<file path="config.mk">
export PLATFORM = sky130hd
export DESIGN_NAME = ccp_channel
export DESIGN_NICKNAME = d
export VERILOG_FILES = /design/src/rtl/ccp_pkg.sv /design/src/rtl/ccp_edge_capture.sv /design/src/rtl/ccp_match.sv /design/src/rtl/ccp_pwm_gen.sv /design/src/rtl/ccp_channel.sv
export SDC_FILE = /design/constraint.sdc
export NUM_CORES = 1
export LEC_CHECK = 0
export ABC_AREA = 1
export BUFFER_PORTS_ARGS = -buffer_cell sky130_fd_sc_hd__buf_2
export CORE_UTILIZATION = 40
export DETAILED_ROUTE_END_ITERATION = 10
export PLACE_DENSITY_LB_ADDON = 0.3
export SETUP_SLACK_MARGIN = 0.1
export SYNTH_ARGS = -nofsm -noshare
export SYNTH_HDL_FRONTEND = slang
export SYNTH_SLANG_ARGS = --single-unit
</file>
<file path="constraint.sdc">
create_clock -name clk -period 1.7 [get_ports clk]
set_input_delay 0.085 -clock clk [delete_from_list [all_inputs] [get_ports clk]]
set_output_delay 0.085 -clock clk [all_outputs]
set_load 0.02 [all_outputs]
</file>
<file path="src/rtl/ccp_pkg.sv">
package ccp_pkg;
  localparam int MODE_W = 4;

  localparam logic [MODE_W-1:0] MODE_OFF      = 4'b0000;
  localparam logic [MODE_W-1:0] MODE_CAP_FALL = 4'b0100;
  localparam logic [MODE_W-1:0] MODE_CAP_RISE = 4'b0101;
  localparam logic [MODE_W-1:0] MODE_CAP_R4   = 4'b0110;
  localparam logic [MODE_W-1:0] MODE_CAP_R16  = 4'b0111;
  localparam logic [MODE_W-1:0] MODE_CMP_HI   = 4'b1000;
  localparam logic [MODE_W-1:0] MODE_CMP_LO   = 4'b1001;
  localparam logic [MODE_W-1:0] MODE_CMP_FLAG = 4'b1010;
  localparam logic [MODE_W-1:0] MODE_CMP_EVT  = 4'b1011;

  function automatic logic mode_is_capture(input logic [MODE_W-1:0] m);
    return m[3:2] == 2'b01;
  endfunction

  function automatic logic mode_is_compare(input logic [MODE_W-1:0] m);
    return m[3:2] == 2'b10;
  endfunction

  function automatic logic mode_is_pwm(input logic [MODE_W-1:0] m);
    return m[3:2] == 2'b11;
  endfunction
endpackage

</file>
<file path="src/rtl/ccp_edge_capture.sv">
module ccp_edge_capture
  import ccp_pkg::*;
#(
  parameter int FAST_DIV = 4,
  parameter int SLOW_DIV = 16
) (
  input  logic              clk,
  input  logic              rst_n,
  input  logic              pin_in,
  input  logic [MODE_W-1:0] mode,
  output logic              cap_evt
);
  localparam int CNT_W = (SLOW_DIV > 1) ? $clog2(SLOW_DIV) : 1;
  localparam logic [CNT_W-1:0] FAST_LAST = CNT_W'(FAST_DIV - 1);
  localparam logic [CNT_W-1:0] SLOW_LAST = CNT_W'(SLOW_DIV - 1);

  logic              pin_q;
  logic [MODE_W-1:0] mode_q;
  logic [CNT_W-1:0]  cnt_q, cnt_d;
  logic              rise, fall, restart;

  always_comb begin
    rise    = pin_in & ~pin_q;
    fall    = ~pin_in & pin_q;
    restart = (mode != mode_q) || !mode_is_capture(mode);
    cap_evt = 1'b0;
    cnt_d   = cnt_q;
    if (restart) begin
      cnt_d = '0;
    end else begin
      case (mode)
        MODE_CAP_FALL: cap_evt = fall;
        MODE_CAP_RISE: cap_evt = rise;
        MODE_CAP_R4: begin
          if (rise) begin
            if (cnt_q == FAST_LAST) begin
              cap_evt = 1'b1;
              cnt_d   = '0;
            end else begin
              cnt_d = cnt_q + 1'b1;
            end
          end
        end
        MODE_CAP_R16: begin
          if (rise) begin
            if (cnt_q == SLOW_LAST) begin
              cap_evt = 1'b1;
              cnt_d   = '0;
            end else begin
              cnt_d = cnt_q + 1'b1;
            end
          end
        end
        default: cap_evt = 1'b0;
      endcase
    end
  end

  always_ff @(posedge clk or negedge rst_n) begin
    if (!rst_n) begin
      pin_q  <= 1'b0;
      mode_q <= MODE_OFF;
      cnt_q  <= '0;
    end else begin
      pin_q  <= pin_in;
      mode_q <= mode;
      cnt_q  <= cnt_d;
    end
  end
endmodule

</file>
<file path="src/rtl/ccp_match.sv">
module ccp_match #(
  parameter int W = 16
) (
  input  logic         clk,
  input  logic         rst_n,
  input  logic         arm,
  input  logic [W-1:0] timer,
  input  logic [W-1:0] ref_val,
  output logic         hit
);
  logic equal, seen_q, seen_d;

  always_comb begin
    equal  = (timer == ref_val);
    seen_d = arm & equal;
    hit    = arm & equal & ~seen_q;
  end

  always_ff @(posedge clk or negedge rst_n) begin
    if (!rst_n) seen_q <= 1'b0;
    else        seen_q <= seen_d;
  end
endmodule

</file>
<file path="src/rtl/ccp_pwm_gen.sv">
module ccp_pwm_gen #(
  parameter int CNT_W = 10
) (
  input  logic             clk,
  input  logic             rst_n,
  input  logic             en,
  input  logic             period_hit,
  input  logic [CNT_W-1:0] count,
  input  logic [CNT_W-1:0] duty_in,
  output logic             pwm_out
);
  logic [CNT_W-1:0] duty_q;
  logic             duty_ld;
  logic             out_q, out_d;

  always_comb begin
    duty_ld = en & period_hit;
    out_d   = out_q;
    if (!en)                  out_d = 1'b0;
    else if (period_hit)      out_d = (duty_in != '0);
    else if (count == duty_q) out_d = 1'b0;
  end

  always_ff @(posedge clk or negedge rst_n) begin
    if (!rst_n)       duty_q <= '0;
    else if (duty_ld) duty_q <= duty_in;
  end

  always_ff @(posedge clk or negedge rst_n) begin
    if (!rst_n) out_q <= 1'b0;
    else        out_q <= out_d;
  end

  assign pwm_out = out_q;
endmodule

</file>
<file path="src/rtl/ccp_channel.sv">
module ccp_channel
  import ccp_pkg::*;
#(
  parameter int BYTE_W   = 8,
  parameter int DUTY_LSB = 2,
  parameter int FAST_DIV = 4,
  parameter int SLOW_DIV = 16
) (
  input  logic              clk,
  input  logic              rst_n,
  input  logic              wr_lo,
  input  logic              wr_hi,
  input  logic              wr_ctl,
  input  logic [BYTE_W-1:0] wr_data,
  input  logic              flag_clr,
  input  logic [2*BYTE_W-1:0] timer_val,
  input  logic              period_match,
  input  logic [BYTE_W+DUTY_LSB-1:0] pwm_count,
  input  logic              pin_in,
  output logic [BYTE_W-1:0] data_lo_o,
  output logic [BYTE_W-1:0] data_hi_o,
  output logic [BYTE_W-1:0] ctl_o,
  output logic              pin_out,
  output logic              irq_flag,
  output logic              special_evt
);
  localparam int TMR_W  = 2 * BYTE_W;
  localparam int CTL_W  = MODE_W + DUTY_LSB;
  localparam int DUTY_W = BYTE_W + DUTY_LSB;

  logic [BYTE_W-1:0] lo_q, hi_q, lo_d, hi_d;
  logic [CTL_W-1:0]  ctl_q, ctl_d;
  logic              flag_q, flag_d;
  logic              cmp_q, cmp_d;
  logic              spec_q, spec_d;
  logic [MODE_W-1:0] mode, new_mode;
  logic              cap_evt, cmp_hit, pwm_wave;
  logic [DUTY_W-1:0] duty_next;
  logic              ctl_unused;

  assign mode       = ctl_q[MODE_W-1:0];
  assign new_mode   = wr_data[MODE_W-1:0];
  assign duty_next  = {lo_q, ctl_q[CTL_W-1:MODE_W]};
  assign ctl_unused = ^wr_data[BYTE_W-1:CTL_W];

  ccp_edge_capture #(.FAST_DIV(FAST_DIV), .SLOW_DIV(SLOW_DIV)) u_cap (
    .clk(clk), .rst_n(rst_n), .pin_in(pin_in), .mode(mode), .cap_evt(cap_evt)
  );

  ccp_match #(.W(TMR_W)) u_cmp (
    .clk(clk), .rst_n(rst_n), .arm(mode_is_compare(mode)),
    .timer(timer_val), .ref_val({hi_q, lo_q}), .hit(cmp_hit)
  );

  ccp_pwm_gen #(.CNT_W(DUTY_W)) u_pwm (
    .clk(clk), .rst_n(rst_n), .en(mode_is_pwm(mode)),
    .period_hit(period_match), .count(pwm_count),
    .duty_in(duty_next), .pwm_out(pwm_wave)
  );

  always_comb begin
    lo_d = lo_q;
    hi_d = hi_q;
    if (cap_evt) begin
      {hi_d, lo_d} = timer_val;
    end else begin
      if (wr_lo) lo_d = wr_data;
      if (wr_hi) hi_d = wr_data;
    end

    ctl_d = wr_ctl ? wr_data[CTL_W-1:0] : ctl_q;

    if (cap_evt || cmp_hit) flag_d = 1'b1;
    else if (flag_clr)      flag_d = 1'b0;
    else                    flag_d = flag_q;

    cmp_d = cmp_q;
    if (wr_ctl && new_mode == MODE_CMP_HI) cmp_d = 1'b0;
    if (wr_ctl && new_mode == MODE_CMP_LO) cmp_d = 1'b1;
    if (cmp_hit && mode == MODE_CMP_HI)    cmp_d = 1'b1;
    if (cmp_hit && mode == MODE_CMP_LO)    cmp_d = 1'b0;

    spec_d = cmp_hit && (mode == MODE_CMP_EVT);
  end

  always_ff @(posedge clk or negedge rst_n) begin
    if (!rst_n) begin
      lo_q <= '0;
      hi_q <= '0;
    end else begin
      if (cap_evt || wr_lo) lo_q <= lo_d;
      if (cap_evt || wr_hi) hi_q <= hi_d;
    end
  end

  always_ff @(posedge clk or negedge rst_n) begin
    if (!rst_n)      ctl_q <= '0;
    else if (wr_ctl) ctl_q <= ctl_d;
  end

  always_ff @(posedge clk or negedge rst_n) begin
    if (!rst_n) begin
      flag_q <= 1'b0;
      cmp_q  <= 1'b0;
      spec_q <= 1'b0;
    end else begin
      flag_q <= flag_d;
      cmp_q  <= cmp_d;
      spec_q <= spec_d;
    end
  end

  assign data_lo_o   = lo_q;
  assign data_hi_o   = hi_q;
  assign ctl_o       = {{(BYTE_W-CTL_W){1'b0}}, ctl_q};
  assign irq_flag    = flag_q;
  assign special_evt = spec_q;
  assign pin_out     = mode_is_pwm(mode)     ? pwm_wave :
                       mode_is_compare(mode) ? cmp_q    : 1'b0;
endmodule

</file>
==> results of run 1 <==
==> stage by stage <==
step	std cells	util, %	hold slack (ps)	setup WS [ps]
after global routing	529	55.2	22.3	34.2
after CTS	527	53.3	16.7	92.9
after floorplan	367	-	-211	135
final	529	55.2	2.77	113
after detailed placement	506	49.0	214	25.0
after global placement	506	49.0	212	108
==> power by group <==
part           switching [mW]  leakage (nW)  total, mW  internal [mW]
logic                   0.438          1.31      0.722          0.284
clock network           0.376        0.0482      0.705          0.329
registers               0.112         0.574       1.33           1.22
==> timing repair <==
item | CTS | global route
setup endpoints to repair | 17 | 18
hold buffers | 2 | 0
hold endpoints to repair | 47 | 0
setup buffers | 10 | 3
gates cloned | 1 | 2
pin swaps | 5 | 11
resized for setup | 14 | 36
==> cells by family (layout without fill, tap and decap cells) <==
logic type	after synthesis	after routing	synth area share, %
adders and majority gates	1	1	0.453
xor gates and xnor gates	11	11	3.49
AOI/OAI and AO/OA	27	27	5.21
buffers and inverters	63	148	9.75
DFF	46	46	41.7
muxes	1	1	0.363
and+or+nand+nor	216	216	38.9
other	1	2	0.136
==> critical path: cells and delay by family (launching register included) <==
family / cells / cell delay, ps
flops: 1 / 430
fa+ha+maj: 1 / 190
buf+inv: 2 / 240
simple gates: 6 / 520
compound gates: 1 / 80
==> sequential cells by signal, indices dropped and copies added, names as in the netlist <==
name and flops:
u_pwm.duty_q 10, data_hi_o 8, data_lo_o 8, ctl_q 6, u_cap.cnt_q 4, u_cap.mode_q 4
cmp_q 1, irq_flag 1, special_evt 1, u_cap.pin_q 1, u_cmp.seen_q 1, u_pwm.pwm_out 1
==> final cells by class <==
cell class | instances | area (um2) | share of cell area, %
repair inverters | 2 | 27.5 | 0.768
flip-flops and latches | 46 | 1150 | 32.2
multi-input cells | 258 | 1490 | 41.6
inverters | 53 | 214 | 5.97
clock buffers | 7 | 86.3 | 2.41
well taps | 77 | 96.3 | 2.69
clock inverters | 1 | 5.00 | 0.140
repair buffers | 85 | 510 | 14.2
==> path summary, 6_finish.rpt <==
kind	startpoint	end	slack, ps	cells after the start
max	u_cap.cnt_q[1]	data_hi_o[2]	110	10
min	timer_val[0]	data_lo_o[0]	3	3
max reg2reg	u_cap.cnt_q[1]	data_hi_o[2]	110	10
min reg2reg	ctl_q[1]	u_cap.mode_q[1]	460	0
max in group asynchronous	rst_n	ctl_q[1]	860	3
min in group asynchronous	rst_n	data_hi_o[6]	400	3
==> metal layers <==
layer,global-route usage (%),vias up
met5,0,-
met4,8.17,0
met3,4.28,15
met2,35.0,87
met1,28.0,1339
li1,-,1337
==> cells in the final DEF (no fill, tap or decap), types with 3 or more instances in the layout <==
cell and count:
nand3_2 33, buf_2 66, nand2_1 85, xor2_1 4, xnor2_1 7, nand4_1 9, buf_4 13, inv_1 46
a21oi_1 4, nor2_1 29, o21ai_0 12, nand2_2 11, nor2_2 5, dfrtp_1 43, or2_2 4, nand3_1 23
nand2_4 3, dfrtp_2 3, nor3_1 5, o21ai_1 7, inv_2 5, clkbuf_8 6
==> run_results.csv, run 1 <==
group,metric,value,unit
timing,worst_pin_slew,599,ps
floorplan,die_area,7240,um2
run_status,status,"finished, final reports clean",
global_routing,grt_pass1_vias,2598,
routing,routed-wl-met2,3590,um
routing,routed.top_layer,"met4",
clock_network,clock_path_buffers,2,
layout,final_nets,494,
floorplan,start_util,42.5,%
clock_network,cts_num_sinks,46,
floorplan,core-area,6490,um2
worst_setup_path,start_kind,"register",
floorplan,rows,29,
global_routing,gr-total-overflow,0,
pwr,power.leakage,1.93,nW
synth,synth_area_per_cell,7.54,um2
synth,synth.area.top_cells,"dfrtp_1, nand2_1, nand3_1, inv_1, nand3_2",
clock_network,cts_buffers,5,
routing,drc,0,
synth,yosysTopAreaCell,"dfrtp_1",
synth,synth_top_area_share,41.7,%
timing,rsz0062_at_grt,"yes",
min_path,hold_path.class,"input port to register",
layout,drive_gt1_share,35.8,%
synth,ys_types,37,
routing,wl_met3,336,um
clock_network,clk_latency,300,ps
routing,dr_total_vias,2778,
synth,synthFlopType,"dfrtp_1",
timing,fin_skew,9.49,ps
timing,finalCritPeriodShare,93.4,%
worst_setup_path,worstPathRequired,1880,ps
routing,ant_nets,0,
layout,area_growth,29.9,%
synth,yosysMostFrequentCell,"nand2_1",
clock_network,cts_tree,"done",
synth,yosysSeqAreaShare,41.7,%
routing,drtPass1Iterations,4,
timing,slew-limit-headroom,60.0,%
timing,tns,0,ps
global_routing,track_usage,21.4,%
routing,wl_per_cell,14.4,um
layout,n_fill_cell,614,
worst_setup_path,cp.arrival,1770,ps
pwr,finalPower,2.76,mW
placement,post-dp-hpwl,5420,um
floorplan,die_height,85.1,um
global_routing,grt_max_degree,47,
routing,wirelength,7630,um
worst_setup_path,path_max_fanout,5,
worst_setup_path,end_kind,"register",
run,drv_cap,0,
synth,syn_inst,366,
timing,finalSetupViolCount,0,
global_routing,antenna_found_initial,0,
placement,io_buffers,66,
placement,dpl_cell_area,3180,um2
timing,maxSlewViolCount,0,
pwr,vdd_ir_drop_max,465,uV
placement,gp_congestion,0.890,
synth,netlist_top_cells_count,"nand2_1, inv_1, dfrtp_1",
worst_setup_path,crit_type,"register to register",
synth,ys_ff_latch,46,
pwr,power_density,770,nW/um2
worst_setup_path,path_cells,"ha_4 -> nand2_1 -> o21ai_1 -> nand3_2 -> nand3_2 -> nand2_4 -> buf_12 -> clkinv_8 -> nand2_1 -> nand3_1",
routing,vias_per_cell,5.25,
clock_network,path_clk_slew,90,ps
floorplan,die_w,85.1,um
layout,final_area,3590,um2
worst_setup_path,slowest_delay,430,ps
synth,ys.warnings.count,0,
synth,synthArstFlopShare,100,%
routing,met1_length,3510,um
timing,fmax,630,MHz
clock_network,clockRootBuffer,"clkbuf_8",
synth,synth_edf_count,0,
global_routing,grt_pass1_wl,12100,um
clock_network,htreeDepth,2,
routing,drt-initial-drc-count,143,
layout,antenna_cells,0,
worst_setup_path,slowest_stage,"dfrtp_1",
floorplan,pin_count,69,
timing,period_minus_slack,1590,ps
timing,hold_viol,0,
synth,syn_area,2760,um2
No activity file was read; power rests on OpenSTA's default activity.
==> run 2, diff against run 1 <==
- SETUP_SLACK_MARGIN: 0.1 -> 0.15
- SKIP_LAST_GASP: unset -> 1
==> run_results.csv, run 2 (synthesis results as in run 1) <==
group,metric,value,unit
routing,wl_per_cell,14.0,um
worst_setup_path,path_max_fanout,8,
layout,top_register,"u_pwm.duty_q",
floorplan,die_height,85.1,um
min_path,holdPathEnd,"data_lo_o[0]",
worst_setup_path,start_kind,"register",
timing,rsz0062_at_grt,"yes",
routing,ant_nets,0,
worst_setup_path,reg2reg_slack,120,ps
global_routing,track_usage,21.2,%
global_routing,grt_max_degree,47,
run_status,status,"finished, final reports clean",
timing,finalCritPeriodShare,92.9,%
pwr,power_density,821,nW/um2
pwr,power.leakage,1.90,nW
layout,final_cell_mix,"nand2_1, buf_2, inv_1",
layout,largest_reg_flops,10,
routing,drtPass1Iterations,4,
timing,fmax,633,MHz
layout,area_growth,27.1,%
layout,antenna_cells,0,
min_path,hold_start,"timer_val[0]",
floorplan,rows,29,
placement,io_buffers,66,
timing,maxSlewViolCount,0,
min_path,hold_path.class,"input port to register",
placement,post-dp-hpwl,5330,um
worst_setup_path,worstReg2RegEnd,"data_hi_o[2]",
layout,n_fill_cell,614,
worst_setup_path,crit_type,"register to register",
layout,final_common_cell,"nand2_1",
worst_setup_path,cp.arrival,1780,ps
clock_network,clk_latency,310,ps
layout,drive_gt1_share,32.3,%
min_path,min_path_cells,3,
worst_setup_path,end_kind,"register",
clock_network,htreeDepth,2,
clock_network,cts_tree,"done",
routing,wirelength,7340,um
layout,final_nets,491,
worst_setup_path,worstPathRequired,1900,ps
global_routing,grt_pass1_vias,2580,
worst_setup_path,r2r-start,"ctl_q[3]",
clock_network,clockRootBuffer,"clkbuf_8",
floorplan,pin_count,69,
global_routing,grt_pass1_wl,12000,um
clock_network,cts_buffers,5,
timing,hold_viol,0,
floorplan,core-area,6490,um2
routing,vias_per_cell,5.05,
timing,tns,0,ps
placement,gp_congestion,0.875,
timing,timing.hold.ws,8.31,ps
floorplan,start_util,42.5,%
timing,period_minus_slack,1580,ps
timing,fin_skew,7.39,ps
pwr,finalPower,2.88,mW
run,drv_cap,0,
clock_network,cts_num_sinks,46,
global_routing,gr-total-overflow,0,
placement,dp_cells,505,
floorplan,die_area,7240,um2
layout,layoutNonFillerInstCount,526,
worst_setup_path,r2r_cells,11,
clock_network,path_clk_slew,90,ps
global_routing,antenna_found_initial,0,
floorplan,die_w,85.1,um
routing,dr_total_vias,2657,
layout,final_util,54.0,%
routing,drc,0,
clock_network,clock_path_buffers,2,
timing,finalSetupViolCount,0,
pwr,vdd_ir_drop_max,342,uV
routing,drt-initial-drc-count,142,
==> run 2: report_power, final <==
group          total [mW]  leakage [nW]  switching, mW  internal (mW)
clock network       0.835        0.0579          0.402          0.433
registers            1.33         0.576          0.113           1.22
logic               0.711          1.27          0.426          0.285
==> run 2: how the worst max path moves through the flow <==
stage | end | slack [ps] | cells after the start | start
2_1_floorplan | data_lo_o[4] | 170 | 8 | ctl_q[1]
3_3_place_gp | data_hi_o[1] | 180 | 9 | u_cap.cnt_q[0]
3_5_place_dp | data_lo_o[5] | 120 | 11 | ctl_q[3]
4_1_cts | data_lo_o[5] | 130 | 11 | ctl_q[3]
5_1_grt | data_hi_o[3] | 30 | 11 | ctl_q[3]
6_report | data_hi_o[2] | 120 | 11 | ctl_q[3]
==> run 2: cell type report <==
cell class | count | area, um2 | area share (%)
inverters | 53 | 206 | 5.88
repair buffers | 84 | 533 | 15.2
multi-input cells | 258 | 1410 | 40.2
flip-flops and latches | 46 | 1150 | 32.8
well taps | 77 | 96.3 | 2.75
clock inverters | 3 | 40.0 | 1.14
clock buffers | 5 | 68.8 | 1.96
==> run 2: critical path: stages, from the launching register on <==
cell and delay [ps]:
dfrtp_2 450, inv_2 80, nand2_4 60, inv_4 70
nand2_4 60, nor2_8 110, nand3_2 90, nand3_2 90
nand2_4 120, clkbuf_16 200, nand3_1 70, nand3_1 70
==> run 2: metal layers <==
| metal | vias to the layer above | global-route usage (%) | part of all wire, % | routed length, um |
|---|---|---|---|---|
| met2 | 81 | 36.1 | 49 | 3560 |
| met1 | 1241 | 27.2 | 45 | 3270 |
| li1 | 1324 | - | - | - |
| met3 | 11 | 3.70 | 5.4 | 395 |
| met5 | - | 0 | 0 | 0 |
| met4 | 0 | 7.55 | 1.6 | 114 |
==> run 2: repair_timing <==
item | 4_1_cts | 5_1_grt
hold endpoints to repair | 47 | 0
setup buffers | 5 | 4
setup endpoints to repair | 17 | 20
hold buffers | 2 | 0
cloned | 1 | 1
resized for setup | 5 | 16
pin swaps | 3 | 6
==> run 2: metrics by stage <==
stage / instance area (um2) / worst slack, ps
floorplan: 2770 / 174
global placement: 3190 / 183
detailed placement: 3190 / 117
CTS: 3400 / 132
global route: 3510 / 33.7
finish: 3510 / 120
